==> src/rtl/rxb_pkg.sv <==
package rxb_pkg;

  typedef enum logic [2:0] {
    ST_PLL_RST    = 3'd0,
    ST_PLL_WAIT   = 3'd1,
    ST_ALIGN_WAIT = 3'd2,
    ST_FIFO_RST   = 3'd3,
    ST_RUN        = 3'd4
  } bringup_st_e;

  // Whole cycles needed to cover a minimum time, never less than one.
  function automatic int unsigned cycles_for_ps(input int unsigned min_ps,
                                                input int unsigned period_ps);
    int unsigned c;
    c = (min_ps + period_ps - 1) / period_ps;
    return (c == 0) ? 1 : c;
  endfunction

  // Counter width able to hold the values 0 .. n-1.
  function automatic int unsigned width_for(input int unsigned n);
    return (n < 2) ? 1 : $clog2(n);
  endfunction

endpackage

==> src/rtl/rxb_sync.sv <==
module rxb_sync #(
  parameter int unsigned W      = 1,
  parameter int unsigned STAGES = 2
) (
  input  logic         clk,
  input  logic         rst_n,
  input  logic [W-1:0] d_i,
  output logic [W-1:0] q_o
);

  logic [W-1:0] stage_q [STAGES];

  genvar g;
  generate
    for (g = 0; g < STAGES; g++) begin : g_stage
      always_ff @(posedge clk or negedge rst_n) begin
        if (!rst_n) begin
          stage_q[g] <= '0;
        end else begin
          if (g == 0) stage_q[g] <= d_i;
          else        stage_q[g] <= stage_q[(g == 0) ? 0 : g-1];
        end
      end
    end
  endgenerate

  assign q_o = stage_q[STAGES-1];

endmodule

==> src/rtl/rxb_run_counter.sv <==
module rxb_run_counter #(
  parameter int unsigned LIMIT = 4
) (
  input  logic clk,
  input  logic rst_n,
  input  logic clr_i,
  input  logic inc_i,
  output logic done_o
);

  localparam int unsigned W = rxb_pkg::width_for(LIMIT);
  localparam logic [W-1:0] LAST = W'(LIMIT - 1);

  logic [W-1:0] cnt_q;

  assign done_o = inc_i && (cnt_q == LAST);

  always_ff @(posedge clk or negedge rst_n) begin
    if (!rst_n) begin
      cnt_q <= '0;
    end else if (clr_i) begin
      cnt_q <= '0;
    end else if (inc_i && !done_o) begin
      cnt_q <= cnt_q + 1'b1;
    end
  end

endmodule

==> src/rtl/rxb_timeout.sv <==
module rxb_timeout #(
  parameter int unsigned LIMIT = 0
) (
  input  logic clk,
  input  logic rst_n,
  input  logic clr_i,
  output logic expired_o
);

  generate
    if (LIMIT == 0) begin : g_off
      logic unused_inputs;
      assign unused_inputs = clk ^ rst_n ^ clr_i;
      assign expired_o     = 1'b0;
    end else begin : g_on
      rxb_run_counter #(.LIMIT(LIMIT)) u_cnt (
        .clk   (clk),
        .rst_n (rst_n),
        .clr_i (clr_i),
        .inc_i (1'b1),
        .done_o(expired_o)
      );
    end
  endgenerate

endmodule

==> src/rtl/rx_align_bringup.sv <==
module rx_align_bringup #(
  parameter int unsigned CLK_PERIOD_PS     = 5000,
  parameter int unsigned PLL_RST_MIN_PS    = 10000,
  parameter int unsigned STABLE_CYC        = 16,
  parameter int unsigned FIFO_RST_CYC      = 1,
  parameter int unsigned PLL_LOCK_TO_CYC   = 4096,
  parameter int unsigned ALIGN_LOCK_TO_CYC = 8192,
  parameter int unsigned SYNC_STAGES       = 2
) (
  input  logic clk,
  input  logic rst_n,
  input  logic restart_req,
  input  logic pll_lock_in,
  input  logic align_lock_in,
  output logic pll_rst,
  output logic align_rst,
  output logic fifo_rst,
  output logic ready,
  output logic timeout_err
);

  import rxb_pkg::*;

  localparam int unsigned HOLD_CYC = cycles_for_ps(PLL_RST_MIN_PS, CLK_PERIOD_PS);

  bringup_st_e st_q, st_d;

  logic [1:0] lock_raw, lock_s;
  logic pll_ok, align_ok;

  // Named internal events
  logic hold_done;
  logic lock_stable_hit;
  logic fifo_done;
  logic pll_to_hit;
  logic align_to_hit;
  logic lock_lost;
  logic timeout_hit;

  assign lock_raw = {align_lock_in, pll_lock_in};

  rxb_sync #(.W(2), .STAGES(SYNC_STAGES)) u_sync (
    .clk  (clk),
    .rst_n(rst_n),
    .d_i  (lock_raw),
    .q_o  (lock_s)
  );

  assign pll_ok   = lock_s[0];
  assign align_ok = lock_s[1];

  rxb_run_counter #(.LIMIT(HOLD_CYC)) u_hold (
    .clk   (clk),
    .rst_n (rst_n),
    .clr_i ((st_q != ST_PLL_RST) || restart_req),
    .inc_i (st_q == ST_PLL_RST),
    .done_o(hold_done)
  );

  rxb_run_counter #(.LIMIT(STABLE_CYC)) u_stable (
    .clk   (clk),
    .rst_n (rst_n),
    .clr_i ((st_q != ST_PLL_WAIT) || !pll_ok),
    .inc_i ((st_q == ST_PLL_WAIT) && pll_ok),
    .done_o(lock_stable_hit)
  );

  rxb_run_counter #(.LIMIT(FIFO_RST_CYC)) u_flush (
    .clk   (clk),
    .rst_n (rst_n),
    .clr_i (st_q != ST_FIFO_RST),
    .inc_i (st_q == ST_FIFO_RST),
    .done_o(fifo_done)
  );

  rxb_timeout #(.LIMIT(PLL_LOCK_TO_CYC)) u_pll_to (
    .clk      (clk),
    .rst_n    (rst_n),
    .clr_i    (st_q != ST_PLL_WAIT),
    .expired_o(pll_to_hit)
  );

  rxb_timeout #(.LIMIT(ALIGN_LOCK_TO_CYC)) u_align_to (
    .clk      (clk),
    .rst_n    (rst_n),
    .clr_i    (st_q != ST_ALIGN_WAIT),
    .expired_o(align_to_hit)
  );

  assign lock_lost = !pll_ok &&
                     ((st_q == ST_ALIGN_WAIT) || (st_q == ST_FIFO_RST) || (st_q == ST_RUN));

  always_comb begin
    st_d        = st_q;
    timeout_hit = 1'b0;
    unique case (st_q)
      ST_PLL_RST: begin
        if (hold_done) st_d = ST_PLL_WAIT;
      end
      ST_PLL_WAIT: begin
        if (lock_stable_hit) begin
          st_d = ST_ALIGN_WAIT;
        end else if (pll_to_hit) begin
          st_d        = ST_PLL_RST;
          timeout_hit = 1'b1;
        end
      end
      ST_ALIGN_WAIT: begin
        if (lock_lost) begin
          st_d = ST_PLL_RST;
        end else if (align_ok) begin
          st_d = ST_FIFO_RST;
        end else if (align_to_hit) begin
          st_d        = ST_PLL_RST;
          timeout_hit = 1'b1;
        end
      end
      ST_FIFO_RST: begin
        if (lock_lost)      st_d = ST_PLL_RST;
        else if (fifo_done) st_d = ST_RUN;
      end
      ST_RUN: begin
        if (lock_lost) st_d = ST_PLL_RST;
      end
      default: st_d = ST_PLL_RST;
    endcase
    if (restart_req) begin
      st_d        = ST_PLL_RST;
      timeout_hit = 1'b0;
    end
  end

  always_ff @(posedge clk or negedge rst_n) begin
    if (!rst_n) begin
      st_q        <= ST_PLL_RST;
      pll_rst     <= 1'b1;
      align_rst   <= 1'b1;
      fifo_rst    <= 1'b0;
      ready       <= 1'b0;
      timeout_err <= 1'b0;
    end else begin
      st_q        <= st_d;
      pll_rst     <= (st_d == ST_PLL_RST);
      align_rst   <= (st_d == ST_PLL_RST) || (st_d == ST_PLL_WAIT);
      fifo_rst    <= (st_d == ST_FIFO_RST);
      ready       <= (st_d == ST_RUN);
      timeout_err <= timeout_err || timeout_hit;
    end
  end

endmodule

==> config.mk <==
export PLATFORM = sky130hd
export DESIGN_NAME = rx_align_bringup
export DESIGN_NICKNAME = d
export VERILOG_FILES = /design/src/rtl/rxb_pkg.sv /design/src/rtl/rxb_sync.sv /design/src/rtl/rxb_run_counter.sv /design/src/rtl/rxb_timeout.sv /design/src/rtl/rx_align_bringup.sv
export SDC_FILE = /design/constraint.sdc
export NUM_CORES = 1
export LEC_CHECK = 0
export BUFFER_PORTS_ARGS = -buffer_cell sky130_fd_sc_hd__buf_2
export CORE_ASPECT_RATIO = 0.8
export CORE_MARGIN = 10
export CORE_UTILIZATION = 35
export DETAILED_ROUTE_END_ITERATION = 16
export GPL_TIMING_DRIVEN = 0
export PLACE_DENSITY = 0.6
export SYNTH_ARGS = -nofsm -noshare
export SYNTH_HDL_FRONTEND = slang
export SYNTH_SLANG_ARGS = --single-unit
==> constraint.sdc <==
create_clock -name clk -period 1.85 [get_ports clk]
set_input_delay 0 -clock clk [delete_from_list [all_inputs] [get_ports clk]]
set_output_delay 0 -clock clk [all_outputs]
set_load 0.02 [all_outputs]
# Word level (Yosys, flattened, before mapping)
# Index checks and enable logic that the tools add are counted.
# classes
add_sub_neg,5
eq_ne,15
n_reduce_logical,24
bitwise_logic,1
muxes,28
# ops
op,n
$mux 3,10
$mux 13,2
$mux 12,2
$pmux 3 s5,1
$add 13x1->13 const B,1
$eq 13x13->1 const B,1
$add 12x1->12 const B,1
$eq 12x12->1 const B,1
$mux 1,10
$eq 3x2->1 const B,3
$logic_and 1x1->1,8
$mux 4,2
$eq 3x1->1 const B,2
$eq 3x3->1 const B,2
$logic_not 3->1,2
$logic_or 1x1->1,6
$ne 3x2->1 const B,2
$reduce_bool 2->1,3
$add 4x1->4 const B,1
$eq 4x4->1 const B,1
$logic_not 1->1,4
$ne 2x1->1 const B,2
$ne 3x1->1 const B,1
$reduce_bool 3->1,1
other kinds (3),4
# totals
inputBits,5
reg_bits,43

# Depth between registers and ports, before layout
# logic_depth
depth_word,9
ltp_mapped,6

# Cells and area by module
# Synthesis repeated with hierarchy kept, for this count alone.
# hier_totals
hier_cells,227
hier_area_um2,2347.3
# modules_own_cells
mod,cells_per_inst,area_per_inst_um2,n_inst
rxb_run_counter (u_align_to.g_on.u_cnt),76,747.0,1
rxb_run_counter (u_pll_to.g_on.u_cnt),72,710.7,1
rx_align_bringup,44,440.4,1
rxb_run_counter (u_stable),21,239.0,1
rxb_sync,6,115.1,1
rxb_run_counter (u_flush),3,46.3,1
rxb_run_counter (u_hold),3,41.3,1
rxb_timeout,1,3.8,2

# Worst setup path after synthesis
# OpenSTA, ideal clock, no wires.
# synth_timing
path_kind,reg-to-reg
from,register u_align_to.g_on.u_cnt.cnt_q[0]
to,register u_align_to.g_on.u_cnt.cnt_q[7]
period_less_slack_ps,1816
arrival_ps,1737
path_stages_with_launch,7
setup_time_ps,78
setup_slack_ps,34
path_cell_list,dfrtp_1 -> ha_1 -> and3_1 -> and4_4 -> buf_6 -> or4_1 -> a21oi_1
# synth_via
elab_chain_cells,3
word_cells_on_any_way,5
# synth_lines
item,line_no,text
start: declaration,rxb_run_counter.sv:14,logic [W-1:0] cnt_q;
start signal: assignment,rxb_run_counter.sv:24,cnt_q <= cnt_q + 1'b1;
$add 13x1->13,rxb_run_counter.sv:24,
$mux 13,rxb_run_counter.sv:23,end else if (inc_i && !done_o) begin
$mux 13,rxb_run_counter.sv:21,end else if (clr_i) begin
# Several ways; a longest one is shown, not always the timed one. The select of a mux whose other input is x is not followed.
# A chain may end at the register's enable or synchronous reset.

# Worst setup path after layout
# Ends and elaborated chain as after synthesis.

==> summary.md <==
| Metric | Value |
|---|---|
| Crit-path max FO | `7` |
| Max-capacitance violation count | `0` |
| Die Width | `108 µm` |
| ANT nets after route | `0` |
| Layout Area Growth over Synthesis | `15.8%` |
| Critical hold path startpoint | `pll_lock_in` |
| Port bufs | `9` |
| Final setup viols | `0` |
| DPL Wire Length | `3.08 mm` |
| Chip height | `90.4 µm` |
| P_leak | `0.00108 µW` |
| Syn Inst Count | `212` |
| # IOs | `10` |
| Number of remaining DRC errors | `0` |
| Post-Syn Nets | `220` |
| Vias in the first global route | `1710` |
| Hold Fails Final Rpt | `0` |
| Seq/Total Area, Yosys | `49.8%` |
| Layout cell share with drive strength beyond 1 | `19.8%` |
| Core ar. | `5940 µm²` |
| Slew Limit Fails | `0` |
| GRT Util Overall | `9.82%` |
| Total power divided by cell area | `692 nW/µm²` |
| Nets | `244` |
| Post-synth EDFFs | `0` |
| Combined area of the multi-input logic cells | `1050 µm²` |
| Initial Utilization | `36.4%` |
| Worst clock skew | `0.00846 ns` |
| Initial antenna violation count | `0` |
| Synth Flop Type | `dfrtp_1` |
| Share of the synthesized area in the top cell type | `47.4%` |
| Final Util | `42.2%` |
| First-pass GRT wire length | `8.04 mm` |
| Status | `finished, final reports clean` |
| Critical path origin | `u_align_to.g_on.u_cnt.cnt_q[0]` |
| Clk slew on worst S/H paths | `0.08 ns` |
| Sink Count | `43` |
| Commonest cells after routing, fill and taps aside | `dfrtp_1, nor2_1, nand2_1` |
| Setup crit end kind | `flip-flop` |
| Worst min path class | `primary input to flip-flop` |
| Netlist cell types | `50` |
| Crit Path Category | `flip-flop to flip-flop` |
| Synth Register Bits | `43` |
| Via count | `1710` |
| Htree depth | `2` |
| Overflow after GRT | `0` |
| Final hold slack | `0.342 ns` |
| RSZ-0062 raised after global routing | `true` |
| Register area | `1080 µm²` |
| Initial DRT Pass Iterations | `4` |
| Largest net degree at the start of global routing | `44` |
| Clk root buf | `clkbuf_8` |
| Most common cell after layout, fill and taps aside | `dfrtp_1` |
| Drt wl/cell | `14.1 µm` |
| Worst VDD drop | `0.000392 V` |
| Synth area leader | `dfrtp_1` |
| Avg Inst Size Synth | `10.2 µm²` |
| Final GP Congestion | `0.781` |
| Max-slew headroom | `37.2%` |
| FP Rows | `25` |
| Setup TNS | `0 ns` |
| DR iter-0 viols | `105` |
| Synth top area cells | `dfrtp_1, nor2_1, nand2_1` |
| Die area | `9750 µm²` |
| FMAX | `0.544 GHz` |
| WL final | `4.48 mm` |
| CTS max path bufs | `2` |
| R2r startpoint | `u_align_to.g_on.u_cnt.cnt_q[0]` |
| Skew-Pair Late Insertion Delay | `0.30 ns` |
| Overall Power | `1740 µW` |
| Vias per std cell | `5.38` |
| Yosys Warn Count | `0` |
| Post-synth ARST share | `100%` |
| CTS Buf Count | `5` |
| Fillers | `573` |
| Diodes inserted | `0` |
| Final min period | `1.84 ns` |
| Tcrit/Tclk final | `99.4%` |
| CP Launch Type | `flip-flop` |
| Synthesized cell area | `2170 µm²` |
| Critical Path AT | `2.06 ns` |
| Required time of the critical path | `2.07 ns` |
| Tightest Pin Transition | `0.942 ns` |
| CTS tree | `done` |
## synthesized netlist by cell type, types with 2 or more instances
cell type	number
a31o_2	2
buf_2	3
nand4_1	6
nor2_1	23
a21o_1	2
dfstp_2	2
a41o_1	3
or3b_2	3
nor4_1	2
ha_1	3
nand2_1	19
a21oi_1	11
clkbuf_1	2
nor3b_2	2
and4_1	3
nand3_1	8
and3_1	6
xnor2_1	4
a211oi_1	3
o31ai_1	4
nor3_1	8
buf_6	2
nor3b_1	2
dfrtp_1	41
a31oi_1	10
nand2b_1	3
mux2i_1	4
o21ai_0	6
or4_1	4
## sequential cells by signal, summed over array words and instances (netlist names)
name and flops:
align_rst 1, fifo_rst 1, pll_rst 1, ready 1, st_q 3, timeout_err 1
u_align_to.g_on.u_cnt.cnt_q 13, u_flush.cnt_q 1, u_hold.cnt_q 1, u_pll_to.g_on.u_cnt.cnt_q 12, u_stable.cnt_q 4, u_sync.q_o 2
u_sync.stage_q 2
## worst max-delay path, stage by stage, from the launching register on
cell	delay (ns)
dfrtp_1	0.39
ha_2	0.21
and3_1	0.22
and4_4	0.18
buf_6	0.13
or4_1	0.50
a21oi_1	0.15
## through the flow
step / area [µm²] / setup WS, ns / instances
2_1_floorplan: 2170 / 0.0345 / 212
3_3_place_gp: 2310 / -0.0532 / 302
3_5_place_dp: 2310 / -0.0625 / 302
4_1_cts: 2470 / 0.0126 / 316
5_1_grt: 2510 / -0.0712 / 318
6_report: 2510 / 0.0112 / 318
## per-layer routing
layer | routed length (µm) | track usage (%) | vias to the layer above
li1 | - | - | 852
met1 | 2290 | 13.3 | 826
met2 | 1950 | 14.4 | 26
met3 | 193 | 3.00 | 6
met4 | 50 | 3.00 | 0
met5 | 0 | 0 | -
## layout make-up
type,instances,share of cell area [%]
Clock buffer,8,3.99
Timing Repair Buffer,17,4.59
Inverter,1,0.150
Buffer,8,2.20
Sequential cell,43,43.1
Tap cell,81,4.04
Multi-Input combinational cell,160,42.0
## path summary, 6_finish.rpt
path / to / slack (ns) / depth (start not counted)
setup / recovery: u_align_to.g_on.u_cnt.cnt_q[7] / 0.01 / 6
max in group asynchronous: u_pll_to.g_on.u_cnt.cnt_q[3] / 0.84 / 2
setup reg to reg: u_align_to.g_on.u_cnt.cnt_q[7] / 0.01 / 6
hold / removal: u_sync.stage_q[2] / 0.34 / 2
hold reg to reg: u_sync.q_o[1] / 0.36 / 0
min in group asynchronous: u_pll_to.g_on.u_cnt.cnt_q[4] / 0.38 / 2
## repair_timing
action / CTS / global route
hold buffers: 4 / 0
buffers inserted: 2 / 2
pin swaps: 0 / 1
endpoints found under the hold margin: 44 / 0
gates resized for setup: 1 / 9
setup endpoints to repair: 1 / 15
## report_power, final
group          internal, µW  leakage (µW)  switching [µW]
clock network           341     0.0000515             312
registers               958      0.000577            12.9
logic                  45.4      0.000451            66.2
total                  1340       0.00108             391
## logic make-up (layout without fill, tap and decap cells)
kind of cell / after synthesis / in the layout / share of synthesized area (%)
and+or+nand+nor: 97 / 97 / 25.0
AOI/OAI and AO/OA: 51 / 51 / 17.3
DFF: 43 / 43 / 49.8
buffers and inverters: 9 / 34 / 2.48
xor gates and xnor gates: 4 / 4 / 1.62
muxes: 4 / 4 / 1.85
adders and majority gates: 3 / 3 / 1.73
other: 1 / 1 / 0.173
(Power assumes the default switching activity.)
